[src/rtl/seg_agen_pkg.sv]
`timescale 1ns/1ps
package seg_agen_pkg;

  // Strobes sent from the sequencing control to the address datapath.
  typedef struct packed {
    logic load;       // capture operands, clear field counter
    logic fieldStep;  // accepted access, more fields remain in this element
    logic fieldClr;   // accepted access was the last field of the element
  } agenStrobe_t;

endpackage

[src/rtl/seg_agen_ctrl.sv]
`timescale 1ns/1ps
module seg_agen_ctrl
  import seg_agen_pkg::*;
#(
  parameter int VL_MAX = 8,
  localparam int IDX_W = $clog2(VL_MAX),
  localparam int CNT_W = $clog2(VL_MAX + 1)
) (
  input  logic             clk,
  input  logic             rst_n,
  input  logic             start,
  input  logic [CNT_W-1:0] vecLen,
  input  logic             predEnable,
  input  logic             predInvert,
  input  logic [VL_MAX-1:0] predMask,
  input  logic             reqReady,
  input  logic             lastField,
  output agenStrobe_t      strobe,
  output logic             reqValid,
  output logic [IDX_W-1:0] elemIdx,
  output logic             done,
  output logic             busy
);

  logic              running;
  logic [VL_MAX-1:0] pending;
  logic [VL_MAX-1:0] startMask;
  logic              anyPending;
  logic              fire;

  // Elements enabled at capture time: inside the vector length and
  // passing the (optionally inverted) predicate, or all when none is set.
  for (genvar g = 0; g < VL_MAX; g++) begin : g_enable
    logic inLen;
    logic predOk;
    assign inLen        = (CNT_W'(g) < vecLen);
    assign predOk       = predEnable ? (predMask[g] ^ predInvert) : 1'b1;
    assign startMask[g] = inLen & predOk;
  end

  // Lowest pending element is the one served next.
  always_comb begin
    elemIdx = '0;
    for (int k = VL_MAX - 1; k >= 0; k--) begin
      if (pending[k]) elemIdx = IDX_W'(k);
    end
  end

  assign anyPending = |pending;
  assign reqValid   = running & anyPending;
  assign fire       = reqValid & reqReady;
  assign done       = running & ~anyPending;
  assign busy       = running;

  always_comb begin
    strobe           = '0;
    strobe.load      = start & ~running;
    strobe.fieldStep = fire & ~lastField;
    strobe.fieldClr  = fire & lastField;
  end

  always_ff @(posedge clk or negedge rst_n) begin
    if (!rst_n) begin
      running <= 1'b0;
      pending <= '0;
    end else if (strobe.load) begin
      running <= 1'b1;
      pending <= startMask;
    end else if (running) begin
      if (!anyPending) begin
        running <= 1'b0;
      end else if (strobe.fieldClr) begin
        pending <= pending & ~(VL_MAX'(1) << elemIdx);
      end
    end
  end

endmodule

[src/rtl/seg_agen_dp.sv]
`timescale 1ns/1ps
module seg_agen_dp
  import seg_agen_pkg::*;
#(
  parameter int ADDR_W = 32,
  parameter int VL_MAX = 8,
  parameter int REG_W  = 5,
  parameter int SEG_W  = 3,
  localparam int IDX_W = $clog2(VL_MAX)
) (
  input  logic                     clk,
  input  logic                     rst_n,
  input  agenStrobe_t              strobe,
  input  logic [ADDR_W-1:0]        baseAddr,
  input  logic [ADDR_W-1:0]        elemSize,
  input  logic [ADDR_W-1:0]        strideReg,
  input  logic                     unitStride,
  input  logic                     idxVectorised,
  input  logic [VL_MAX*ADDR_W-1:0] idxVals,
  input  logic [SEG_W-1:0]         segLen,
  input  logic [REG_W-1:0]         destReg,
  input  logic [IDX_W-1:0]         elemIdx,
  output logic [ADDR_W-1:0]        reqAddr,
  output logic [REG_W-1:0]         reqReg,
  output logic                     lastField
);

  logic [ADDR_W-1:0] baseQ;
  logic [ADDR_W-1:0] stepQ;       // step between fields
  logic [ADDR_W-1:0] elemStepQ;   // step between elements, (segLen+1)*step
  logic              indexedQ;
  logic [SEG_W-1:0]  segQ;
  logic [REG_W-1:0]  destQ;
  logic [SEG_W-1:0]  fieldQ;
  logic [ADDR_W-1:0] idxQ [VL_MAX];

  logic [ADDR_W-1:0] stepSel;
  logic [ADDR_W-1:0] elemOffset;
  logic [ADDR_W-1:0] fieldOffset;

  assign stepSel = unitStride ? elemSize : strideReg;

  always_ff @(posedge clk or negedge rst_n) begin
    if (!rst_n) begin
      baseQ     <= '0;
      stepQ     <= '0;
      elemStepQ <= '0;
      indexedQ  <= 1'b0;
      segQ      <= '0;
      destQ     <= '0;
    end else if (strobe.load) begin
      baseQ     <= baseAddr;
      stepQ     <= stepSel;
      elemStepQ <= stepSel * (ADDR_W'(segLen) + ADDR_W'(1));
      indexedQ  <= idxVectorised;
      segQ      <= segLen;
      destQ     <= destReg;
    end
  end

  // Per-element offsets, captured once per run.
  for (genvar g = 0; g < VL_MAX; g++) begin : g_idx
    always_ff @(posedge clk or negedge rst_n) begin
      if (!rst_n)           idxQ[g] <= '0;
      else if (strobe.load) idxQ[g] <= idxVals[g*ADDR_W +: ADDR_W];
    end
  end

  // Field counter: inner loop of the walk.
  always_ff @(posedge clk or negedge rst_n) begin
    if (!rst_n)                                fieldQ <= '0;
    else if (strobe.load || strobe.fieldClr)   fieldQ <= '0;
    else if (strobe.fieldStep)                 fieldQ <= fieldQ + SEG_W'(1);
  end

  assign lastField   = (fieldQ == segQ);
  assign elemOffset  = indexedQ ? idxQ[elemIdx] : ADDR_W'(elemIdx) * elemStepQ;
  assign fieldOffset = ADDR_W'(fieldQ) * stepQ;
  assign reqAddr     = baseQ + elemOffset + fieldOffset;
  assign reqReg      = destQ + REG_W'(fieldQ);

endmodule

[src/rtl/seg_load_agen.sv]
`timescale 1ns/1ps
module seg_load_agen
  import seg_agen_pkg::*;
#(
  parameter int ADDR_W = 32,
  parameter int VL_MAX = 8,
  parameter int REG_W  = 5,
  parameter int SEG_W  = 3,
  localparam int IDX_W = $clog2(VL_MAX),
  localparam int CNT_W = $clog2(VL_MAX + 1)
) (
  input  logic                     clk,
  input  logic                     rst_n,
  input  logic                     start,
  input  logic [ADDR_W-1:0]        baseAddr,
  input  logic [ADDR_W-1:0]        elemSize,
  input  logic [ADDR_W-1:0]        strideReg,
  input  logic                     unitStride,
  input  logic                     idxVectorised,
  input  logic [VL_MAX*ADDR_W-1:0] idxVals,
  input  logic [SEG_W-1:0]         segLen,
  input  logic [CNT_W-1:0]         vecLen,
  input  logic [REG_W-1:0]         destReg,
  input  logic                     predEnable,
  input  logic                     predInvert,
  input  logic [VL_MAX-1:0]        predMask,
  input  logic                     reqReady,
  output logic                     reqValid,
  output logic [ADDR_W-1:0]        reqAddr,
  output logic [REG_W-1:0]         reqReg,
  output logic [IDX_W-1:0]         reqElem,
  output logic                     done,
  output logic                     busy
);

  agenStrobe_t      strobe;
  logic             lastField;
  logic [IDX_W-1:0] elemIdx;

  seg_agen_ctrl #(.VL_MAX(VL_MAX)) u_ctrl (
    .clk        (clk),
    .rst_n      (rst_n),
    .start      (start),
    .vecLen     (vecLen),
    .predEnable (predEnable),
    .predInvert (predInvert),
    .predMask   (predMask),
    .reqReady   (reqReady),
    .lastField  (lastField),
    .strobe     (strobe),
    .reqValid   (reqValid),
    .elemIdx    (elemIdx),
    .done       (done),
    .busy       (busy)
  );

  seg_agen_dp #(
    .ADDR_W (ADDR_W),
    .VL_MAX (VL_MAX),
    .REG_W  (REG_W),
    .SEG_W  (SEG_W)
  ) u_dp (
    .clk           (clk),
    .rst_n         (rst_n),
    .strobe        (strobe),
    .baseAddr      (baseAddr),
    .elemSize      (elemSize),
    .strideReg     (strideReg),
    .unitStride    (unitStride),
    .idxVectorised (idxVectorised),
    .idxVals       (idxVals),
    .segLen        (segLen),
    .destReg       (destReg),
    .elemIdx       (elemIdx),
    .reqAddr       (reqAddr),
    .reqReg        (reqReg),
    .lastField     (lastField)
  );

  assign reqElem = elemIdx;

endmodule

[config.mk]
export PLATFORM = sky130hd
export DESIGN_NAME = seg_load_agen
export DESIGN_NICKNAME = d
export VERILOG_FILES = /design/src/rtl/seg_agen_pkg.sv /design/src/rtl/seg_agen_ctrl.sv /design/src/rtl/seg_agen_dp.sv /design/src/rtl/seg_load_agen.sv
export SDC_FILE = /design/constraint.sdc
export NUM_CORES = 2
export LEC_CHECK = 0
export ABC_AREA = 1
export BUFFER_PORTS_ARGS = -buffer_cell sky130_fd_sc_hd__buf_2
export CORE_UTILIZATION = 45
export CTS_CLUSTER_DIAMETER = 40
export DETAILED_ROUTE_END_ITERATION = 6
export PLACE_DENSITY_LB_ADDON = 0.05
export REMOVE_ABC_BUFFERS = 1
export SYNTH_ARGS = -nofsm -noshare
export SYNTH_HDL_FRONTEND = slang
export SYNTH_HIERARCHICAL = 1
export SYNTH_SLANG_ARGS = --single-unit
[constraint.sdc]
create_clock -name clk -period 5.6 [get_ports clk]
set_input_delay 0 -clock clk [delete_from_list [all_inputs] [get_ports clk]]
set_output_delay 0 -clock clk [all_outputs]
set_load 0.05 [all_outputs]
; Word level (Yosys, flattened, before mapping)
; Cells that the tools add are included.
[classes]
mux = 30
mul = 3
addsub = 5
n_eq_ne = 1
shifts = 1
bitwise_logic = 28
magnitude_cmp = 9
n_reduce_logical = 7
[op_table]
columns = cell, count
row1 = $mux 32, 4
row2 = $bmux 32 s3, 1
row3 = $add 32x32->32, 2
row4 = $mul 3x32->32, 2
row5 = $mul 32x32->32, 1
row6 = $mux 8, 4
row7 = $mux 3, 10
row8 = $lt 3x4->1 const A, 4
row9 = $and 1x1->1, 14
row10 = $mux 1, 11
row11 = $and 8x8->8, 1
row12 = $lt 1x4->1 const A, 2
row13 = $lt 2x4->1 const A, 2
row14 = $not 8->8, 1
row15 = $reduce_bool 2->1, 4
row16 = $reduce_or 8->1, 1
row17 = $shl 1x3->8 const A, 1
row18 = $xor 1x1->1, 8
row19 = $add 5x3->5, 1
row20 = $add 3x1->4 const B, 1
row21 = $ge 4x4->1 const B, 1
row22 = $not 3->4, 1
row23 = $add 3x1->3 const B, 1
row24 = $eq 3x3->1, 1
row25 = 3 further kinds, 5
[totals]
elab_cells = 101
reg_bits = 373

; Longest topological paths before layout
[logic_depth]
word_depth = 15
mapped_depth = 39
mapped_depth_nobuf = 35

; By module
; Netlist, hierarchy kept.
[modules_own_cells]
columns = mod, cells_each, area_each_um2, instances
row1 = seg_agen_dp, 3712, 27406.3, 1
row2 = seg_agen_ctrl, 125, 848.3, 1

; Worst setup path before layout
; OpenSTA, ideal clock, no wires.
[synth_timing]
kind = register -> output
startpoint = register u_ctrl.pending[6]
endpoint = output reqAddr[26]
arrival_ps = 7155
n_path_buf = 4
path_stages_with_launch = 34
slack_ps = -1555
path_cell_list = dfrtp_1 -> inv_1 -> nand2_1 -> nand2_1 -> nand2_1 -> nand2_1 -> nand2_2 -> a21oi_1 -> buf_2 -> buf_2 -> clkbuf_1 -> buf_2 -> nand2_1 -> fa_1 -> inv_1 -> ha_1 -> fa_1 -> nand2_1 -> nand3_1 -> o21ai_2 -> inv_1 -> a21oi_1 -> inv_1 -> a21oi_1 -> xor2_1 -> o21ai_0 -> fa_1 -> ha_1 -> nand2_1 -> nor4_2 -> nand3_1 -> nand3_1 -> a21oi_1 -> xnor2_1
[synth_between]
elab_chain_cells = 14
[synth_rtl]
columns = item, line_no
row1 = "start, declared", seg_agen_ctrl.sv:26  ; logic [VL_MAX-1:0] pending;
row2 = "start signal, assigned", seg_agen_ctrl.sv:68  ; pending <= startMask;
row3 = "start signal, assigned", seg_agen_ctrl.sv:73  ; pending <= pending & ~(VL_MAX'(1) << elemIdx);
row4 = $mux 3 * (7 in a row), seg_agen_ctrl.sv:45  ; if (pending[k]) elemIdx = IDX_W'(k);
row5 = net reqElem[0], seg_load_agen.sv:31  ; output logic [IDX_W-1:0] reqElem,
row6 = branches (longest 4 deep; another with $mul 3x32->32), --
row7 = $mux 32 *, seg_agen_dp.sv:77  ; assign elemOffset = indexedQ ? idxQ[elemIdx] : ADDR_W'(elemIdx) * elemStepQ;
row8 = $add 32x32->32 * (2 in a row), seg_agen_dp.sv:79  ; assign reqAddr = baseQ + elemOffset + fieldOffset;
row9 = "end, declared", seg_load_agen.sv:29  ; output logic [ADDR_W-1:0] reqAddr,
; Mark *: on every way through the listed nets, which the timed path passes. The select of a mux whose other input is x is not followed.

; Worst setup path in the final report
[layout_timing]
startpoint = register u_ctrl.pending[6]
endpoint = output reqAddr[30]
[layout_between]
elab_chain_cells = 14
[layout_rtl]
columns = item, line_no
row1 = $mux 3 * (7 in a row), seg_agen_ctrl.sv:45
row2 = branches (longest 4 deep; another with $mul 3x32->32), --
row3 = $mux 32 *, seg_agen_dp.sv:77
row4 = $add 32x32->32 * (2 in a row), seg_agen_dp.sv:79
; Mark *: on every way between the ends. The select of a mux whose other input is x is not followed.

==> flow_metrics.py <==
metrics = {
    "detailed_routing": {
        "antenna_left": 0,
        "avgRoutedWirePerCell_um": 17.03,
        "drt_pass1_iterations": 7,
        "drc": 0,
        "post_drt_via_cell_ratio": 5.051,
        "wl_mm": 97.98,
        "drt-initial-drc-count": 1880,
        "num_vias": 29069,
    },
    "layout": {
        "utilization": 0.6710,
        "register_area_sq_mm": 0.009335,
        "fillCellCount": 5292,
        "multi_input_area_sq_mm": 0.01790,
        "num-nets-final": 5516,
        "synthToLayoutAreaGrowth_pct": 46.82,
        "final_cells": 5755,
        "drive_above_1_share": 0.2512,
    },
    "synth": {
        "synthSimpleGateAreaFrac": 0.2411,
        "yosys-mux-area-fraction": 0.0005314,
        "syn_area_sq_mm": 0.02825,
        "synth_top_family_by_area": "simple AND/OR/NAND/NOR gates",
        "ys_ff_latch": 373,
        "synth_top_area_cell": "dfrtp_1",
        "synth_edf_count": 0,
        "yosysSeqAreaShare": 0.3304,
        "yosysWarnings": 6,
        "yosys.area_share.xor_xnor": 0.02316,
        "synthAdderAreaFrac": 0.1701,
        "netlist_top_cells_area": "dfrtp_1, nand2_1, fa_1",
        "async_flop_share": 1.000,
        "synth_ff_type": "dfrtp_1",
        "avgSynthCellArea_sq_um": 7.364,
        "synthDistinctLibCells": 59,
        "syn_inst": 3837,
        "synth_compound_area_frac": 0.1380,
        "yosysTopAreaCellShare": 0.3304,
    },
    "clock_network": {
        "cts.sinks": 373,
        "cts_tree": "done",
        "clock-root-buffer": "clkbuf_16",
        "cts_buffers": 72,
        "htree_levels": 3,
        "clk_latency_ps": 610,
        "path_clk_slew_ps": 50,
        "clockBufferDepth": 3,
    },
    "critical_path": {
        "cp.arrival_ps": 6090,
        "cpPeakStageDelay_ps": 500,
        "critPathLaunchType": "flop",
        "required_ps": 5600,
        "r2r_cells": 42,
        "cp_max_fo": 5,
        "end_kind": "primary output",
        "cpMostUsedCell": "nand2_2",
        "crit_path_top_delay_cell": "fa_1",
        "critPathKind": "reg2out",
    },
    "die": {
        "rows": 91,
        "die_w_um": 252.6,
        "ios": 423,
        "start_util": 0.4570,
        "core_area_sq_mm": 0.06183,
        "chipHeight_um": 252.6,
        "dieArea_sq_mm": 0.06379,
    },
    "sta": {
        "finClkSkew_ps": 20.22,
        "finalHoldViolations": 2,
        "fin_crit_sh": 1.087,
        "final_max_slew_viol_count": 0,
        "worstMarginPinSlew_ps": 1101,
        "period_needed_ps": 6087,
        "worst_slack_ps": -486.8,
        "setup_tns_ps": -7371,
        "fmax_mhz": 164.3,
        "maxSlewHeadroom": 0.2658,
        "finalSetupViolCount": 20,
        "grt_setup_unrepaired": "true",
        "holdWs_ps": -1.448,
    },
    "placement": {
        "dp_hpwl_mm": 66.39,
        "place_inst": 5176,
        "port_buffers": 422,
        "place_congestion": 0.9200,
    },
    "global_routing": {
        "grtUsageTotal": 0.3081,
        "antenna_found_initial": 1,
        "grt_pass1_wl_mm": 154.9,
        "grt_max_degree": 197,
        "grt_pass1_vias": 29271,
        "grt.overflow.total": 0,
    },
    "status": {
        "violations": "negative hold slack, negative setup slack",
        "status": "finished, violations left",
    },
    "run": {
        "cap_violations": 0,
    },
    "min_path": {
        "hp-class": "in2async",
    },
}
cell type report:
cell class	count	share of cell area
flip-flops and latches	373	0.2250
clock inverters	52	0.01502
inverters	529	0.04841
clock buffers	80	0.04512
well taps	837	0.02524
multi-input cells	2758	0.4314
repair buffers	1124	0.2096
diodes	2	0.0001206
critical path: cells and delay by family (launching register included):
| kind | cells | cell delay, ps |
|---|---|---|
| adder cells (fa/ha/maj) | 4 | 1580 |
| XOR/XNOR | 1 | 210 |
| flip-flops | 1 | 400 |
| buffers and inverters | 10 | 1090 |
| AND/OR/NAND/NOR | 14 | 1320 |
| AO/OA/AOI/OAI | 5 | 840 |
registers in the layout, summed over array words and instances, names as in the netlist, 3 cells and up:
register        count
u_dp/baseQ         32
u_dp/stepQ         32
u_dp/idxQ         256
u_dp/fieldQ         3
u_ctrl/pending      8
u_dp/elemStepQ     32
u_dp/segQ           3
u_dp/destQ          5
final timing paths:
kind                                    from                 to  slack [ps]
max                        u_ctrl/pending[6]        reqAddr[30]        -490
min                                    rst_n      u_dp/idxQ[64]          -1
max reg2reg                u_ctrl/pending[6]  u_ctrl/pending[6]         200
min reg2reg                   u_dp/idxQ[235]     u_dp/idxQ[235]         460
max in group asynchronous              rst_n     u_dp/baseQ[29]        4230
min in group clk                strideReg[0]      u_dp/stepQ[0]          20
cells in the mapped netlist, types with 4 or more instances:
| cell type | n |
|---|---|
| nand2_1 | 1293 |
| inv_1 | 519 |
| o21ai_0 | 386 |
| dfrtp_1 | 373 |
| a21oi_1 | 222 |
| fa_1 | 177 |
| nor2_1 | 164 |
| nand3_1 | 161 |
| clkbuf_1 | 108 |
| ha_1 | 101 |
| buf_2 | 50 |
| xor2_1 | 36 |
| xnor2_1 | 35 |
| buf_1 | 16 |
| a21o_1 | 15 |
| nand4_1 | 14 |
| o21ai_2 | 14 |
| nor3_1 | 13 |
| o21ai_1 | 13 |
| o211ai_1 | 12 |
| o21bai_1 | 12 |
| or2_2 | 10 |
| inv_2 | 8 |
| nand2_2 | 7 |
| a31oi_1 | 6 |
| a21oi_2 | 5 |
| nor2_4 | 5 |
| or2_0 | 5 |
| nand2_4 | 4 |
| nand3b_1 | 4 |
| o21a_1 | 4 |
stage by stage:
stage	hold WS (ps)	worst slack, ps	instance area [sq um]
final	-1.448	-486.8	41480
after global placement	78.14	-279.6	32820
after CTS	0.5538	-312.3	41010
after floorplan	-295.6	-8896	27510
after global routing	59.01	-700.5	41480
after detailed placement	81.39	-354.5	32820
placed cells by master (no fill, tap or decap), types with 8 or more instances in the layout:
master,instances
dfrtp_1,372
xnor2_1,30
inv_2,36
nand4_1,14
a21oi_2,38
inv_1,488
dlygate4sd3_1,380
nand2_2,52
clkinv_4,10
nor2_1,125
o21ai_2,32
clkinvlp_4,9
buf_6,21
xor2_1,28
nor2_2,26
inv_6,11
ha_4,42
clkbuf_16,72
o21ai_0,350
buf_2,398
a21oi_1,176
a21o_1,15
fa_1,174
o211ai_1,12
nand2_1,1234
a21oi_4,16
nand3_1,145
buf_12,14
nand2_4,17
buf_4,306
ha_1,59
nand3_2,15
clkinv_2,8
or2_2,9
o21bai_1,9
nor2_4,19
o21ai_1,24
logic make-up after synthesis:
| group | count (synthesis) |
|---|---|
| AO/OA/AOI/OAI | 714 |
| multiplexers | 1 |
| buffers and inverters | 706 |
| XOR/XNOR | 73 |
| flip-flops | 373 |
| AND/OR/NAND/NOR | 1692 |
| adder cells (fa/ha/maj) | 278 |
routing by layer:
| metal | vias up | track usage | wire length [um] |
|---|---|---|---|
| li1 | 14086 | - | - |
| met1 | 13926 | 0.3946 | 41720 |
| met2 | 838 | 0.5305 | 48470 |
| met3 | 219 | 0.03450 | 4294 |
| met4 | 0 | 0.1224 | 3492 |
| met5 | - | 0 | 0 |
what timing repair did:
item	in CTS	in global routing
hold buffers	380	0
endpoints found under the hold margin	432	0
pin swaps	130	113
gates resized for setup	319	122
setup endpoints to repair	26	28
setup buffers	69	8
cloned	1	0
Power is left out: the tool's default activity adds up to more than one toggle a clock period on the data nets, which glitch-free logic cannot reach.
